$ cat src/rtl/edge_irq_pkg.sv
package edge_irq_pkg;
  localparam int unsigned AW = 6;

  localparam logic [AW-1:0] ADDR_CLR  = 6'h07;
  localparam logic [AW-1:0] ADDR_STAT = 6'h14;
  localparam logic [AW-1:0] ADDR_CTRL = 6'h15;
  localparam logic [AW-1:0] ADDR_RISE = 6'h18;
  localparam logic [AW-1:0] ADDR_FALL = 6'h20;

  localparam int unsigned CLR_EDGE_BIT = 3;
  localparam int unsigned CLR_OVF_BIT  = 2;

  // packed order matches control byte bit positions 4..0
  typedef struct packed {
    logic fall_en;
    logic rise_en;
    logic master_en;
    logic ovf_ie;
    logic edge_ie;
  } ctrl_t;

  typedef struct packed {
    logic master;
    logic ovf;
    logic edge_st;
  } stat_t;
endpackage

$ cat src/rtl/edge_irq_regs.sv
module edge_irq_regs
  import edge_irq_pkg::*;
#(
  parameter int unsigned N_LINES = 24
) (
  input  logic               clk_i,
  input  logic               rst_ni,
  input  logic               we_i,
  input  logic [AW-1:0]      addr_i,
  input  logic [7:0]         wdata_i,
  input  stat_t              stat_i,
  output logic [N_LINES-1:0] rise_mask_o,
  output logic [N_LINES-1:0] fall_mask_o,
  output ctrl_t              ctrl_o,
  output logic               clr_edge_o,
  output logic               clr_ovf_o,
  output logic [7:0]         rdata_o
);
  localparam int unsigned NB = (N_LINES + 7) / 8;
  localparam int unsigned NW = NB * 8;
  localparam logic [NW-1:0] VALID = NW'((64'd1 << N_LINES) - 64'd1);

  logic [NW-1:0] rise_q, fall_q;
  ctrl_t         ctrl_q;

  for (genvar b = 0; b < NB; b++) begin : g_byte
    logic hit_rise, hit_fall;
    assign hit_rise = we_i && (addr_i == ADDR_RISE + AW'(b));
    assign hit_fall = we_i && (addr_i == ADDR_FALL + AW'(b));

    always_ff @(posedge clk_i or negedge rst_ni) begin
      if (!rst_ni) begin
        rise_q[b*8 +: 8] <= '0;
        fall_q[b*8 +: 8] <= '0;
      end else begin
        if (hit_rise) rise_q[b*8 +: 8] <= wdata_i & VALID[b*8 +: 8];
        if (hit_fall) fall_q[b*8 +: 8] <= wdata_i & VALID[b*8 +: 8];
      end
    end
  end

  always_ff @(posedge clk_i or negedge rst_ni) begin
    if (!rst_ni)                          ctrl_q <= '0;
    else if (we_i && addr_i == ADDR_CTRL) ctrl_q <= ctrl_t'(wdata_i[$bits(ctrl_t)-1:0]);
  end

  assign clr_edge_o  = we_i && (addr_i == ADDR_CLR) && wdata_i[CLR_EDGE_BIT];
  assign clr_ovf_o   = we_i && (addr_i == ADDR_CLR) && wdata_i[CLR_OVF_BIT];
  assign rise_mask_o = rise_q[N_LINES-1:0];
  assign fall_mask_o = fall_q[N_LINES-1:0];
  assign ctrl_o      = ctrl_q;

  always_comb begin
    rdata_o = '0;
    if (addr_i == ADDR_STAT) rdata_o = 8'(stat_i);
    if (addr_i == ADDR_CTRL) rdata_o = 8'(ctrl_q);
    for (int b = 0; b < NB; b++) begin
      if (addr_i == ADDR_RISE + AW'(b)) rdata_o = rise_q[b*8 +: 8];
      if (addr_i == ADDR_FALL + AW'(b)) rdata_o = fall_q[b*8 +: 8];
    end
  end
endmodule

$ cat src/rtl/edge_irq_detect.sv
module edge_irq_detect #(
  parameter int unsigned N_LINES = 24
) (
  input  logic               clk_i,
  input  logic               rst_ni,
  input  logic [N_LINES-1:0] lines_i,
  input  logic [N_LINES-1:0] rise_mask_i,
  input  logic [N_LINES-1:0] fall_mask_i,
  input  logic               rise_en_i,
  input  logic               fall_en_i,
  output logic               hit_o
);
  logic [N_LINES-1:0] prev_q, rise_ev, fall_ev;

  always_ff @(posedge clk_i or negedge rst_ni) begin
    if (!rst_ni) prev_q <= '0;
    else         prev_q <= lines_i;
  end

  assign rise_ev = lines_i & ~prev_q & rise_mask_i & {N_LINES{rise_en_i}};
  assign fall_ev = ~lines_i & prev_q & fall_mask_i & {N_LINES{fall_en_i}};
  assign hit_o   = |(rise_ev | fall_ev);
endmodule

$ cat src/rtl/edge_irq_status.sv
module edge_irq_status
  import edge_irq_pkg::*;
(
  input  logic  clk_i,
  input  logic  rst_ni,
  input  logic  hit_i,
  input  logic  clr_edge_i,
  input  logic  clr_ovf_i,
  input  ctrl_t ctrl_i,
  output stat_t stat_o,
  output logic  irq_o
);
  logic edge_q, ovf_q, master;

  // a new edge wins over a same-cycle clear
  always_ff @(posedge clk_i or negedge rst_ni) begin
    if (!rst_ni) begin
      edge_q <= 1'b0;
      ovf_q  <= 1'b0;
    end else begin
      if (hit_i)           edge_q <= 1'b1;
      else if (clr_edge_i) edge_q <= 1'b0;
      if (hit_i && edge_q) ovf_q <= 1'b1;
      else if (clr_ovf_i)  ovf_q <= 1'b0;
    end
  end

  assign master = (edge_q && ctrl_i.edge_ie) || (ovf_q && ctrl_i.ovf_ie);
  assign stat_o = '{master: master, ovf: ovf_q, edge_st: edge_q};
  assign irq_o  = master && ctrl_i.master_en;
endmodule

$ cat src/rtl/edge_irq_ctrl.sv
module edge_irq_ctrl
  import edge_irq_pkg::*;
#(
  parameter int unsigned N_LINES = 24
) (
  input  logic               clk_i,
  input  logic               rst_ni,
  input  logic [N_LINES-1:0] lines_i,
  input  logic               we_i,
  input  logic [5:0]         addr_i,
  input  logic [7:0]         wdata_i,
  output logic [7:0]         rdata_o,
  output logic               irq_o
);
  logic [N_LINES-1:0] rise_mask, fall_mask;
  ctrl_t              ctrl;
  stat_t              stat;
  logic               clr_edge, clr_ovf, hit;

  edge_irq_regs #(.N_LINES(N_LINES)) u_regs (
    .clk_i, .rst_ni, .we_i, .addr_i, .wdata_i,
    .stat_i(stat), .rise_mask_o(rise_mask), .fall_mask_o(fall_mask),
    .ctrl_o(ctrl), .clr_edge_o(clr_edge), .clr_ovf_o(clr_ovf), .rdata_o
  );

  edge_irq_detect #(.N_LINES(N_LINES)) u_detect (
    .clk_i, .rst_ni, .lines_i,
    .rise_mask_i(rise_mask), .fall_mask_i(fall_mask),
    .rise_en_i(ctrl.rise_en), .fall_en_i(ctrl.fall_en), .hit_o(hit)
  );

  edge_irq_status u_status (
    .clk_i, .rst_ni, .hit_i(hit), .clr_edge_i(clr_edge), .clr_ovf_i(clr_ovf),
    .ctrl_i(ctrl), .stat_o(stat), .irq_o
  );
endmodule

$ cat config.mk
export PLATFORM = sky130hd
export DESIGN_NAME = edge_irq_ctrl
export DESIGN_NICKNAME = d
export VERILOG_FILES = /design/src/rtl/edge_irq_pkg.sv /design/src/rtl/edge_irq_regs.sv /design/src/rtl/edge_irq_detect.sv /design/src/rtl/edge_irq_status.sv /design/src/rtl/edge_irq_ctrl.sv
export SDC_FILE = /design/constraint.sdc
export NUM_CORES = 1
export LEC_CHECK = 0
export ABC_AREA = 1
export CORE_MARGIN = 2
export CORE_UTILIZATION = 54
export DETAILED_ROUTE_END_ITERATION = 8
export HOLD_SLACK_MARGIN = 0.03
export PLACE_DENSITY = 0.78
export REMOVE_ABC_BUFFERS = 1
export SKIP_LAST_GASP = 1
export SLEW_MARGIN = 20
export SYNTH_ARGS = -nofsm -noshare
export SYNTH_HDL_FRONTEND = slang
export SYNTH_HIERARCHICAL = 1
export SYNTH_SLANG_ARGS = --single-unit
export TNS_END_PERCENT = 5
$ cat constraint.sdc
create_clock -name clk_i -period 1.87 [get_ports clk_i]
set_clock_uncertainty 0.05 [all_clocks]
set_input_delay 0.374 -clock clk_i [delete_from_list [all_inputs] [get_ports clk_i]]
set_output_delay 0.374 -clock clk_i [all_outputs]
set_load 0.02 [all_outputs]
==> results_dict.tcl <==
set metrics [dict create \
    slew_headroom_pct 73.1 \
    placementRows 30 \
    synthSimpleGateAreaFrac_pct 30.1 \
    cts_root_buf "clkbuf_8" \
    synthMuxAreaShare_pct 0 \
    clock_latency_ns 0.35 \
    status "complete, but fails checks" \
    start_util_pct 56.7 \
    synth_area_mm2 0.00389 \
    fp.dieW_um 88.9 \
    drive_gt1_share_pct 22.5 \
    port-buffer-count 49 \
    antenna_found_initial 0 \
    vdd_drop_max_mv 0.463 \
    place_area_mm2 0.00467 \
    ys_ff_latch 79 \
    crit_chain "buf_8 > inv_6 > nand2_4 > buf_6 > nor4_4 > buf_6 > nand2_2 > nand4_1 > buf_4" \
    firstDrtPassIters 5 \
    drv_cap 0 \
    wirelength_mm 10.6 \
    vias_per_cell 5.53 \
    synth_edf_count 0 \
    cts_sinks 79 \
    syn-instance-count 478 \
    hold_path.class "in2async" \
    rsz0062_at_grt "yes" \
    hold_viol_final 0 \
    r2r_start "u_regs/ctrl_o[3]" \
    synth_flop_cell "dfrtp_1" \
    drt_iter0_drc 318 \
    worst_setup_path_start_kind "input pin" \
    synth_xor_area_share_pct 0 \
    drc 0 \
    synth_compound_area_share_pct 10.1 \
    reg2regPathDepth 9 \
    cp_slowest_stage_delay_ns 0.37 \
    die_h_um 88.9 \
    ys_seq_area_share_pct 50.8 \
    area_delta_synth_final_pct 30.7 \
    synth_top_family_by_area "simple AND/OR/NAND/NOR gates" \
    cp.arrival_ns 1.59 \
    critical_path_class "in2out" \
    gp_congestion 0.948 \
    maxSlewViolCount 0 \
    synth-async-reset-ratio_pct 100 \
    cts_tree "built" \
    dp_hpwl_mm 6.92 \
    diodes 0 \
    setup_violations 8 \
    timing.final.ws_setup_ns -0.149 \
    nets 613 \
    avgSynthCellArea_um2 8.15 \
    r2r_slack_ns 0.05 \
    finalNonFillerCells 673 \
    io_pins 50 \
    timing.rr.end "u_status/ovf_q" \
    yosysWarnings 6 \
    post-route-period-util_pct 108 \
    cp_max_fo 5 \
    violations "setup timing" \
    path_common_cell "buf_6" \
    grt_pass1_wl_mm 16.5 \
    ys_types 25 \
    numCtsBuffers 9 \
    path_clk_slew_ns 0.08 \
    grt_usage_pct 28.1 \
    coreArea_mm2 0.00687 \
    h-tree-depth 3 \
    vias 3720 \
    dp.cells 640 \
    fin_area_mm2 0.00509 \
    critPathSlowestCell "nor4_4" \
    p_per_area_mw_per_mm2 756 \
    grt_pass1_vias 3506 \
    worst_setup_path_end_kind "output pin" \
    die_area_mm2 0.00791 \
    clock.fmax_ghz 0.495 \
    overflow 0 \
    tightest_slew_ns 0.404 \
    clockBufferDepth 2 \
    synth-adder-area-share_pct 0 \
    grt_max_degree 34 \
    wl_per_cell_um 15.8 \
    leakagePower_nw 2.58 \
    period_minus_slack_ns 2.02 \
    ant_nets 0 \
    required_ns 1.45 \
]
-- worst max-delay path: cells and delay by family --
family,cells,cell delay [ns]
AND/OR/NAND/NOR,4,0.59
buffers and inverters,5,0.62
-- cells by family (layout without fill, tap and decap cells) --
family	count (synthesis)	in the layout
flip-flops	79	79
AND/OR/NAND/NOR	250	250
buffers and inverters	79	178
AO/OA/AOI/OAI	70	70
-- registers in the layout (all words and copies together) (netlist names) --
signal,cells
u_status/edge_q,1
u_regs/rise_mask_o,24
u_regs/fall_mask_o,24
u_status/ovf_q,1
u_regs/ctrl_o,5
u_detect/prev_q,24
-- through the flow --
step | worst slack [ns] | total power, mW | utilization [%] | hold slack, ns | TNS [ns]
final | -0.149 | 3.85 | 74.1 | 0.428 | -1.02
after global routing | -0.175 | 4.04 | 74.1 | 0.453 | -1.44
after CTS | -0.266 | 3.82 | 72.0 | 0.433 | -2.08
after detailed placement | -0.981 | 2.63 | 68.0 | 0.279 | -14.66
after global placement | -0.946 | 2.61 | 68.0 | 0.279 | -13.19
after floorplan | 0.0439 | 2.30 | - | 0.0284 | 0
-- cell usage after synthesis, types with 2 or more instances --
cell      instances  area [um^2]
nand2_2           6         37.5
o21ai_1          53          265
nor2_1           33          124
nand4_1          45          282
o21ai_2           8         70.1
nand3_1          31          155
inv_2             3         11.3
dfrtp_1          79         1980
nand2_1         126          473
buf_6             5         56.3
o21ai_0           4         20.0
buf_2             6         30.0
nor2_4            2         22.5
inv_1            61          229
buf_4             3         22.5
o21bai_1          4         30.0
-- layout by cell type, fill, tap and decap left out, types with 10 or more instances in the layout --
cell type          n
buf_4             48
clkbuf_8          11
clkdlybuf4s50_1   33
dfrtp_1           79
inv_1             57
nand2_1          116
nand2_2           10
nand3_1           28
nand4_1           45
nor2_1            28
o21ai_1           51
o21ai_2           10
-- final cells by class --
class,instances,area [um^2]
inverters,64,248
flip-flops and latches,79,1980
repair buffers,98,883
multi-input cells,320,1680
fillers,490,1780
well taps,96,120
clock inverters,5,32.5
clock buffers,11,151
-- layer usage --
metal | vias to the layer above | track usage (%) | part of all wire, %
met5 | - | 0 | 0
li1 | 1765 | - | -
met3 | 31 | 4.62 | 6.7
met1 | 1761 | 37.3 | 42
met2 | 163 | 45.0 | 48
met4 | 0 | 14.2 | 3.3
-- timing repair --
action	CTS	global route
setup buffers	7	8
gates cloned	1	0
hold buffers	1	0
endpoints found under the hold margin	28	0
gates resized for setup	67	46
endpoints found under the setup margin	9	11
pin swaps	8	14
-- worst max-delay path by stage --
stage	startpoint	end	slack, ns	depth (start not counted)
after floorplan	addr_i[5]	rdata_o[0]	0.04	7
after global placement	addr_i[1]	rdata_o[2]	-0.95	9
after detailed placement	addr_i[1]	rdata_o[2]	-0.98	9
after CTS	addr_i[4]	rdata_o[2]	-0.27	8
after global routing	addr_i[3]	rdata_o[7]	-0.18	10
final	addr_i[2]	rdata_o[2]	-0.15	9
-- where the power goes --
| part | leakage, nW | switching [mW] | internal [mW] |
|---|---|---|---|
| Combinational | 1.49 | 0.353 | 0.272 |
| Sequential | 1.01 | 0.150 | 1.89 |
| Clock | 0.0873 | 0.638 | 0.550 |
Note: power is estimated with default switching activity, not from simulation.
